==> src/rtl/coh_pkg.sv <==
package coh_pkg;
  typedef enum logic [1:0] {
    ST_I = 2'd0,
    ST_S = 2'd1,
    ST_M = 2'd2
  } line_st_t;

  typedef enum logic [1:0] {
    CMD_NONE = 2'd0,
    CMD_RD   = 2'd1,
    CMD_INV  = 2'd2,
    CMD_UPD  = 2'd3
  } bus_cmd_t;
endpackage

==> src/rtl/coh_rr_arb.sv <==
module coh_rr_arb #(
  parameter int N  = 4,
  parameter int IW = (N > 1) ? $clog2(N) : 1
) (
  input  logic          clk,
  input  logic          rst,
  input  logic [N-1:0]  req,
  output logic [N-1:0]  gnt,
  output logic [IW-1:0] gnt_idx,
  output logic          gnt_vld
);
  logic [IW-1:0] last;

  always_comb begin
    int cand;
    gnt     = '0;
    gnt_idx = '0;
    gnt_vld = 1'b0;
    for (int k = 1; k <= N; k++) begin
      cand = int'(last) + k;
      if (cand >= N) cand = cand - N;
      if (!gnt_vld && req[cand]) begin
        gnt_vld    = 1'b1;
        gnt_idx    = IW'(cand);
        gnt[cand]  = 1'b1;
      end
    end
  end

  always_ff @(posedge clk) begin
    if (rst) last <= IW'(N - 1);
    else if (gnt_vld) last <= gnt_idx;
  end

  assert_onehot_grant_R8: assert property (@(posedge clk) disable iff (rst)
    $onehot0(gnt));
  assert_grant_to_requester_R8: assert property (@(posedge clk) disable iff (rst)
    (gnt & ~req) == '0);
  assert_pending_gets_grant_R8: assert property (@(posedge clk) disable iff (rst)
    (|req) |-> gnt_vld);
endmodule

==> src/rtl/coh_tag_store.sv <==
module coh_tag_store
  import coh_pkg::*;
#(
  parameter int IDXW = 4,
  parameter int TAGW = 4
) (
  input  logic            clk,
  input  logic            rst,
  input  logic            we,
  input  logic [IDXW-1:0] widx,
  input  logic [TAGW-1:0] wtag,
  input  line_st_t        wst,
  input  logic [IDXW-1:0] p_idx,
  output logic [TAGW-1:0] p_tag,
  output line_st_t        p_st,
  input  logic [IDXW-1:0] q_idx,
  output logic [TAGW-1:0] q_tag,
  output line_st_t        q_st,
  input  logic [IDXW-1:0] s_idx,
  output logic [TAGW-1:0] s_tag,
  output line_st_t        s_st
);
  localparam int SETS = 1 << IDXW;

  // processor-side copy and bus-side (snoop) copy, written together
  logic [TAGW-1:0] ptag [SETS];
  logic [TAGW-1:0] stag [SETS];
  line_st_t        pst  [SETS];
  line_st_t        sst  [SETS];

  always_ff @(posedge clk) begin
    if (we) begin
      ptag[widx] <= wtag;
      stag[widx] <= wtag;
    end
  end

  always_ff @(posedge clk) begin
    if (rst) begin
      for (int i = 0; i < SETS; i++) begin
        pst[i] <= ST_I;
        sst[i] <= ST_I;
      end
    end else if (we) begin
      pst[widx] <= wst;
      sst[widx] <= wst;
    end
  end

  assign p_tag = ptag[p_idx];
  assign p_st  = pst[p_idx];
  assign q_tag = ptag[q_idx];
  assign q_st  = pst[q_idx];
  assign s_tag = stag[s_idx];
  assign s_st  = sst[s_idx];

  assert_write_state_legal_R10: assert property (@(posedge clk) disable iff (rst)
    we |-> (wst != 2'd3));
endmodule

==> src/rtl/coh_snoop_fabric.sv <==
module coh_snoop_fabric
  import coh_pkg::*;
#(
  parameter int NCPU = 4,
  parameter int AW   = 8,
  parameter int IDXW = 4,
  parameter int SRCW = (NCPU > 1) ? $clog2(NCPU) : 1
) (
  input  logic                 clk,
  input  logic                 rst,
  input  logic                 update_mode,
  input  logic                 direct_xfer,
  input  logic [NCPU-1:0]      req_valid,
  input  logic [NCPU-1:0]      req_write,
  input  logic [NCPU*AW-1:0]   req_addr,
  output logic [NCPU-1:0]      req_done,
  output logic                 bus_valid,
  output logic [1:0]           bus_cmd,
  output logic [AW-1:0]        bus_addr,
  output logic [SRCW-1:0]      bus_src,
  output logic [NCPU-1:0]      snoop_hit,
  output logic                 mem_wr,
  output logic                 c2c_xfer,
  output logic                 evict_wb,
  input  logic [SRCW-1:0]      probe_cpu,
  input  logic [AW-1:0]        probe_addr,
  output logic [1:0]           probe_state
);
  localparam int TAGW = AW - IDXW;

  logic [AW-1:0]   a_addr [NCPU];
  logic [TAGW-1:0] p_tag  [NCPU];
  logic [TAGW-1:0] q_tag  [NCPU];
  logic [TAGW-1:0] s_tag  [NCPU];
  line_st_t        p_st   [NCPU];
  line_st_t        q_st   [NCPU];
  line_st_t        s_st   [NCPU];
  line_st_t        wr_st  [NCPU];
  logic [NCPU-1:0] hit, elig, local_ok, need_bus, snp, s_m, wr_en, gnt;
  logic [SRCW-1:0] g;
  logic            gnt_vld;
  logic [AW-1:0]   g_addr;
  logic [IDXW-1:0] g_idx;
  logic [TAGW-1:0] g_tag;
  bus_cmd_t        cmd;
  logic            owner_m, victim_m;

  coh_rr_arb #(.N(NCPU), .IW(SRCW)) u_arb (
    .clk(clk), .rst(rst), .req(need_bus),
    .gnt(gnt), .gnt_idx(g), .gnt_vld(gnt_vld)
  );

  assign g_addr = a_addr[g];
  assign g_idx  = g_addr[IDXW-1:0];
  assign g_tag  = g_addr[AW-1:IDXW];
  assign cmd    = !req_write[g] ? CMD_RD : (update_mode ? CMD_UPD : CMD_INV);

  for (genvar i = 0; i < NCPU; i++) begin : g_cache
    assign a_addr[i] = req_addr[i*AW +: AW];

    coh_tag_store #(.IDXW(IDXW), .TAGW(TAGW)) u_store (
      .clk(clk), .rst(rst),
      .we(wr_en[i]), .widx(g_idx), .wtag(g_tag), .wst(wr_st[i]),
      .p_idx(a_addr[i][IDXW-1:0]), .p_tag(p_tag[i]), .p_st(p_st[i]),
      .q_idx(probe_addr[IDXW-1:0]), .q_tag(q_tag[i]), .q_st(q_st[i]),
      .s_idx(g_idx), .s_tag(s_tag[i]), .s_st(s_st[i])
    );

    assign hit[i]      = (p_st[i] != ST_I) && (p_tag[i] == a_addr[i][AW-1:IDXW]);
    assign elig[i]     = req_valid[i] && !req_done[i];
    assign local_ok[i] = elig[i] && hit[i] && (!req_write[i] || p_st[i] == ST_M);
    assign need_bus[i] = elig[i] && !local_ok[i];
    assign snp[i]      = gnt_vld && (g != SRCW'(i)) && (s_st[i] != ST_I) &&
                         (s_tag[i] == g_tag);
    assign s_m[i]      = snp[i] && (s_st[i] == ST_M);
    assign wr_en[i]    = gnt_vld && ((g == SRCW'(i)) || snp[i]);
    assign wr_st[i]    = (g == SRCW'(i)) ? ((cmd == CMD_INV) ? ST_M : ST_S)
                                         : ((cmd == CMD_INV) ? ST_I : ST_S);
  end

  assign owner_m  = |s_m;
  assign victim_m = (p_st[g] == ST_M) && (p_tag[g] != g_tag);

  always_ff @(posedge clk) begin
    if (rst) begin
      req_done    <= '0;
      bus_valid   <= 1'b0;
      bus_cmd     <= CMD_NONE;
      bus_addr    <= '0;
      bus_src     <= '0;
      snoop_hit   <= '0;
      mem_wr      <= 1'b0;
      c2c_xfer    <= 1'b0;
      evict_wb    <= 1'b0;
      probe_state <= ST_I;
    end else begin
      req_done  <= local_ok | gnt;
      bus_valid <= gnt_vld;
      bus_cmd   <= gnt_vld ? cmd : CMD_NONE;
      bus_addr  <= gnt_vld ? g_addr : '0;
      bus_src   <= gnt_vld ? g : '0;
      snoop_hit <= snp;
      mem_wr    <= gnt_vld && ((cmd == CMD_UPD) || (owner_m && !direct_xfer));
      c2c_xfer  <= gnt_vld && owner_m && direct_xfer;
      evict_wb  <= gnt_vld && victim_m;
      probe_state <= (q_tag[probe_cpu] == probe_addr[AW-1:IDXW]) ? q_st[probe_cpu]
                                                                 : ST_I;
    end
  end

  assert_idle_bus_quiet_R1: assert property (@(posedge clk) disable iff (rst)
    !bus_valid |-> (snoop_hit == '0 && !mem_wr && !c2c_xfer && !evict_wb));
  assert_bus_src_done_R2: assert property (@(posedge clk) disable iff (rst)
    bus_valid |-> req_done[bus_src]);
  assert_source_not_snooped_R4: assert property (@(posedge clk) disable iff (rst)
    bus_valid |-> !snoop_hit[bus_src]);
  assert_update_writes_mem_R5: assert property (@(posedge clk) disable iff (rst)
    (bus_valid && bus_cmd == CMD_UPD) |-> mem_wr);
  assert_direct_needs_owner_R7: assert property (@(posedge clk) disable iff (rst)
    c2c_xfer |-> (bus_valid && snoop_hit != '0));
  assert_done_single_pulse_R11: assert property (@(posedge clk) disable iff (rst)
    (req_done & $past(req_done)) == '0);
endmodule

==> config.mk <==
export PLATFORM = sky130hd
export DESIGN_NAME = coh_snoop_fabric
export DESIGN_NICKNAME = d
export VERILOG_FILES = /design/src/rtl/coh_pkg.sv /design/src/rtl/coh_rr_arb.sv /design/src/rtl/coh_tag_store.sv /design/src/rtl/coh_snoop_fabric.sv
export SDC_FILE = /design/constraint.sdc
export NUM_CORES = 1
export LEC_CHECK = 0
export ABC_AREA = 1
export ABC_CLOCK_PERIOD_IN_PS = 6500
export CAP_MARGIN = 10
export CORE_MARGIN = 8
export CORE_UTILIZATION = 45
export DETAILED_ROUTE_END_ITERATION = 8
export DONT_BUFFER_PORTS = 1
export SYNTH_ARGS = -nofsm -noshare
export SYNTH_HDL_FRONTEND = slang
export SYNTH_SLANG_ARGS = --single-unit
==> constraint.sdc <==
create_clock -name clk -period 6.5 [get_ports clk]
set_clock_uncertainty 0.15 [all_clocks]
set_input_delay 0.65 -clock clk [delete_from_list [all_inputs] [get_ports clk]]
set_output_delay 0.65 -clock clk [all_outputs]
set_load 0.05 [all_outputs]
==> flow_summary.toml, run 1 <==
[outcome]
outcome = "finished clean"

[clocking]
clock-sinks = 412
cts_buffers = 47
htree_levels = 2
clk_pin_slew_worst_paths_ns = 0.06
clock_latency_ns = 0.61
cts-root-buf = "clkbuf_16"
post_cts_buffers = 0
tritoncts = "built"
clock_path_buffers = 3

[critical_path]
cpLargestDelayFamily = "simple AND/OR/NAND/NOR gates"
path_class = "input pin to register"
worst-path-buf-inv = 6
crit_path_max_incr_delay_ns = 0.48
cp.arrival_ns = 6.29
crit_path_top_delay_cell = "inv_2"
startpoint_type = "input pin"
crit_top_cell = "nand2_1"
cp.required_ns = 6.64
crit_fanout = 27
cp-end-kind = "register"

[sta]
period_needed_ns = 6.16
setup_violations = 0
finalHoldViolations = 0
tightestPinTransition_ns = 1.02
relSlewSlack_pct = 32.1
fin_crit_sh_pct = 94.7
hold_slack_ns = 0.0307
slew_violations = 0
max_freq_ghz = 0.162
rsz0062_at_grt = "no"

[detailed_routing]
antenna_left = 0
initialDrtViolationCount = 3613
wl_um = 114000
wl_met1_um = 44200
routed_via_density = 5.91
dr_wl_met3_um = 14600
route.detailed.drc = 0
post_drt_wl_per_cell_um = 24.7
drtPass1Iterations = 8
vias = 27300
maxUsedRoutingLayer = "met4"
wl_met2_um = 48200

[die]
ios = 80
die_h_um = 264
core_um2 = 61300
die_w_um = 264
initial_core_util_pct = 45.2
dieArea_um2 = 69700
std_cell_rows = 91

[global_route]
grt_pass1_wl_um = 167000
grt_pass1_vias = 25400
grt_overflow = 0
track_usage_pct = 31.8
antenna_found_initial = 2
grt_max_degree = 247

[finish]
utilization_pct = 49.3
mostFrequentLayoutCells = "nand2_1, edfxtp_1, inv_1"
synthToLayoutAreaGrowth_pct = 9.11
final_common_cell = "nand2_1"
nets = 3860
num_antenna_cells = 0
layout-drive-gt1-share_pct = 8.16

[synthesis]
async_reset_ff_share_pct = 0
syn_area_um2 = 27700
synth-seq-cells = 412
syn-num-nets = 3930
ys_seq_area_share_pct = 43.7
synth_edf_count = 384
yosysUniqueCellTypes = 46
synth_warnings = 0
synthFlopType = "edfxtp_1"
syn_inst = 3868
syn_area_per_cell_um2 = 7.15

[placement]
hpwl_um = 77500
port_buffers = 0
place_congestion = 1.01

[worst_hold_path]
hp-class = "input pin to register"

[run]
cap_violations = 0
==> area by class of cell <==
cell class              count  area [um2]
flip-flops and latches    412       12100
clock buffers              63        1310
inverters                 408        1550
fillers                  6093       31100
clock inverters            22         292
multi-input cells        2797       12800
repair buffers            132        1170
well taps                 790         988
==> Yosys cell counts (5+ instances only) <==
master | n | area share (%)
nor2_4 | 22 | 0.90
nand2_2 | 12 | 0.27
nand2_1 | 1284 | 17
nand2_4 | 6 | 0.24
buf_2 | 88 | 1.6
o211ai_1 | 46 | 1.2
o211ai_2 | 8 | 0.36
inv_2 | 25 | 0.34
a22oi_1 | 6 | 0.16
buf_4 | 20 | 0.54
dfxtp_1 | 28 | 2.0
a21oi_1 | 123 | 2.2
o221ai_1 | 16 | 0.51
inv_1 | 377 | 5.1
o21ai_1 | 72 | 1.3
ha_1 | 8 | 0.36
a211oi_1 | 17 | 0.46
edfxtp_1 | 384 | 42
o31ai_1 | 5 | 0.14
buf_6 | 18 | 0.73
clkbuf_1 | 111 | 1.5
a221oi_1 | 33 | 1.0
o21ai_0 | 345 | 6.2
o22ai_1 | 16 | 0.36
nor2_2 | 18 | 0.41
a31oi_1 | 5 | 0.11
nand4_1 | 28 | 0.63
nor3_1 | 14 | 0.25
buf_1 | 13 | 0.18
nor2_1 | 367 | 5.0
nand3_1 | 329 | 6.0
==> worst register-to-register path: cells and delay by family, from the launching register on <==
family          cells  cell delay (ns)
flops               1             0.41
buf+inv             6             1.44
compound gates      2             0.39
simple gates       30             3.33
==> metrics by stage <==
step                      cells  setup WS, ns  setup TNS, ns  instance area, um2
final                      4624         0.345              0               30200
after CTS                  4624         0.433              0               30200
after floorplan            3868          1.10              0               27700
after detailed placement   4537        -0.164          -4.58               28600
after global routing       4624        0.0346              0               30200
after global placement     4537        -0.147          -3.71               28600
==> layer usage <==
layer | GRT usage [%] | vias up
met5 | 0 | -
met4 | 17.6 | 0
met3 | 8.94 | 394
met2 | 47.4 | 1745
met1 | 41.5 | 12600
li1 | - | 12600
==> flip-flops by register name, summed over array words and instances, names as in the netlist <==
name / flops
probe_state: 2
snoop_hit: 4
g_cache.u_store.ptag: 100
evict_wb: 1
bus_addr: 8
g_cache.u_store.stag: 156
u_arb.last: 2
bus_valid: 1
g_cache.u_store.sst: 128
bus_src: 2
req_done: 4
mem_wr: 1
c2c_xfer: 1
bus_cmd: 2
==> kinds of logic (layout without fill, tap and decap cells) <==
group           count (synthesis)  after routing  share of synthesized area, %
compound gates                699            699                          14.4
xor+xnor                        3              3                        0.0950
fa+ha+maj                       8              8                         0.362
buf+inv                       659            625                          10.1
flops                         412            412                          43.7
simple gates                 2087           2087                          31.3
==> worst paths after layout <==
| path | from | slack (ns) | depth (start not counted) | endpoint |
|---|---|---|---|---|
| hold reg to reg | u_arb.last[1] | 0.59 | 2 | u_arb.last[1] |
| setup / recovery | req_addr[25] | 0.34 | 36 | g_cache[1].u_store.sst[14][1] |
| hold / removal | rst | 0.03 | 1 | bus_valid |
| setup reg to reg | g_cache[3].u_store.ptag[1][0] | 0.45 | 38 | g_cache[1].u_store.sst[14][1] |
==> timing repair <==
item / in CTS / in global routing
hold endpoints to repair: 2 / 0
resized for setup: 0 / 1
setup endpoints to repair: 0 / 67
hold buffers: 2 / 0
Power of run 1 is left out: the tool's default activity adds up to more than one toggle a clock period on the data nets, which glitch-free logic cannot reach.
==> run 2, diff against run 1 <==
Settings changed: HOLD_SLACK_MARGIN set to 0.1.
==> flow_summary.toml, run 2 (synthesis gave the netlist of run 1 again) <==
[outcome]
outcome = "finished clean"

[finish]
top_register = "g_cache.u_store.stag"
num_antenna_cells = 0
reg.largest.list = "g_cache.u_store.stag: 156 flops, g_cache.u_store.sst: 128 flops, g_cache.u_store.ptag: 100 flops"
final_common_cell = "nand2_1"
nets = 3862
synthToLayoutAreaGrowth_pct = 9.19
layout-drive-gt1-share_pct = 8.16
fill_cells = 6093
mostFrequentLayoutCells = "nand2_1, edfxtp_1, inv_1"
largest_reg_flops = 156

[detailed_routing]
routed_via_density = 5.90
antenna_left = 0
wl_um = 114000
route.detailed.drc = 0
initialDrtViolationCount = 3652
post_drt_wl_per_cell_um = 24.7
vias = 27300
drtPass1Iterations = 7

[sta]
rsz0062_at_grt = "no"
setup_tns_ns = 0
setup_violations = 0
setup_slack_ns = 0.362
period_needed_ns = 6.14
max_freq_ghz = 0.163
slew_violations = 0
hold_slack_ns = 0.230
finalHoldViolations = 0
tightestPinTransition_ns = 1.03
relSlewSlack_pct = 31.1
fin_crit_sh_pct = 94.4

[critical_path]
worst-path-buf-inv = 6
path_class = "input pin to register"
cp.arrival_ns = 6.27
cp.required_ns = 6.64
crit_top_cell = "nand3_1"
cpLargestDelayFamily = "simple AND/OR/NAND/NOR gates"
startpoint_type = "input pin"
crit_fanout = 27
r2r_start = "g_cache[3].u_store.ptag[8][1]"
reg2reg_to = "g_cache[1].u_store.sst[14][1]"
r2r_setup_slack_ns = 0.47
rr_worst_depth = 32
cp-end-kind = "register"
crit_path_max_incr_delay_ns = 0.52
crit_path_top_delay_cell = "a22oi_1"

[global_route]
grt_overflow = 0
track_usage_pct = 31.9
grt_pass1_vias = 25400
grt_pass1_wl_um = 167000
antenna_found_initial = 2
grt_max_degree = 247

[worst_hold_path]
min_path_cells = 2
hp-start = "update_mode"
hp-class = "input pin to register"
min_to = "g_cache[0].u_store.sst[4][0]"

[clocking]
clock_path_buffers = 3
htree_levels = 2
cts_buffers = 47
cts-root-buf = "clkbuf_16"
tritoncts = "built"
clk_pin_slew_worst_paths_ns = 0.07
clock-sinks = 412
clock_latency_ns = 0.60

[die]
die_h_um = 264
ios = 80
initial_core_util_pct = 45.2
std_cell_rows = 91
core_um2 = 61300
dieArea_um2 = 69700
die_w_um = 264

[run]
cap_violations = 0

[placement]
port_buffers = 0
place_congestion = 1.01
hpwl_um = 77500
detailedPlace.worstSlack_ns = -0.164
[run 2: cell count changes in the layout (fill, tap and decap cells not counted)]
cell,previous run,this run
dlygate4sd3_1,2,4
[run 2: worst register-to-register path: cells and delay by family, from the launching register on]
family | cells | cell delay, ns
flops | 1 | 0.43
buf+inv | 5 | 1.27
simple gates | 24 | 2.86
compound gates | 3 | 1.01
[run 2: area by class of cell]
| cell class | count | area (um2) | share of cell area, % |
|---|---|---|---|
| well taps | 790 | 988 | 3.27 |
| clock inverters | 22 | 292 | 0.965 |
| inverters | 408 | 1550 | 5.13 |
| flip-flops and latches | 412 | 12100 | 40.0 |
| clock buffers | 63 | 1310 | 4.33 |
| repair buffers | 134 | 1190 | 3.94 |
| multi-input cells | 2797 | 12800 | 42.3 |
[run 2: metrics by stage]
| stage | util (%) | instances | instance area (um2) |
|---|---|---|---|
| 2_1_floorplan | - | 3868 | 27700 |
| 3_3_place_gp | 46.6 | 4537 | 28600 |
| 3_5_place_dp | 46.6 | 4537 | 28600 |
| 4_1_cts | 49.3 | 4626 | 30200 |
| 5_1_grt | 49.3 | 4626 | 30200 |
| 6_report | 49.3 | 4626 | 30200 |
[run 2: layer usage]
| metal | global-route usage, % | part of all wire, % |
|---|---|---|
| met2 | 47.5 | 42 |
| met5 | 0 | 0 |
| met4 | 17.7 | 6.2 |
| met3 | 8.66 | 13 |
| met1 | 41.7 | 39 |
[run 2: what timing repair did]
action                                  4_1_cts  5_1_grt
setup buffers                                 0        0
resized for setup                             0        1
endpoints found under the setup margin        0       67
hold buffers                                  4        0
endpoints found under the hold margin        11        0
[run 2: how the worst max path moves through the flow]
stage                      start                              to  slack, ns  depth (start not counted)
detailed placement  req_addr[25]    g_cache[1].u_store.sst[3][0]      -0.16                         36
finish              req_addr[25]   g_cache[1].u_store.sst[14][1]       0.36                         31
CTS                 req_addr[25]    g_cache[1].u_store.sst[3][0]       0.43                         36
global route        req_addr[25]  g_cache[0].u_store.stag[13][1]       0.03                         36
floorplan           req_addr[16]   g_cache[0].u_store.stag[1][0]       1.10                         34
global placement    req_addr[25]    g_cache[1].u_store.sst[3][1]      -0.15                         36
Power of run 2 is left out for the same reason.
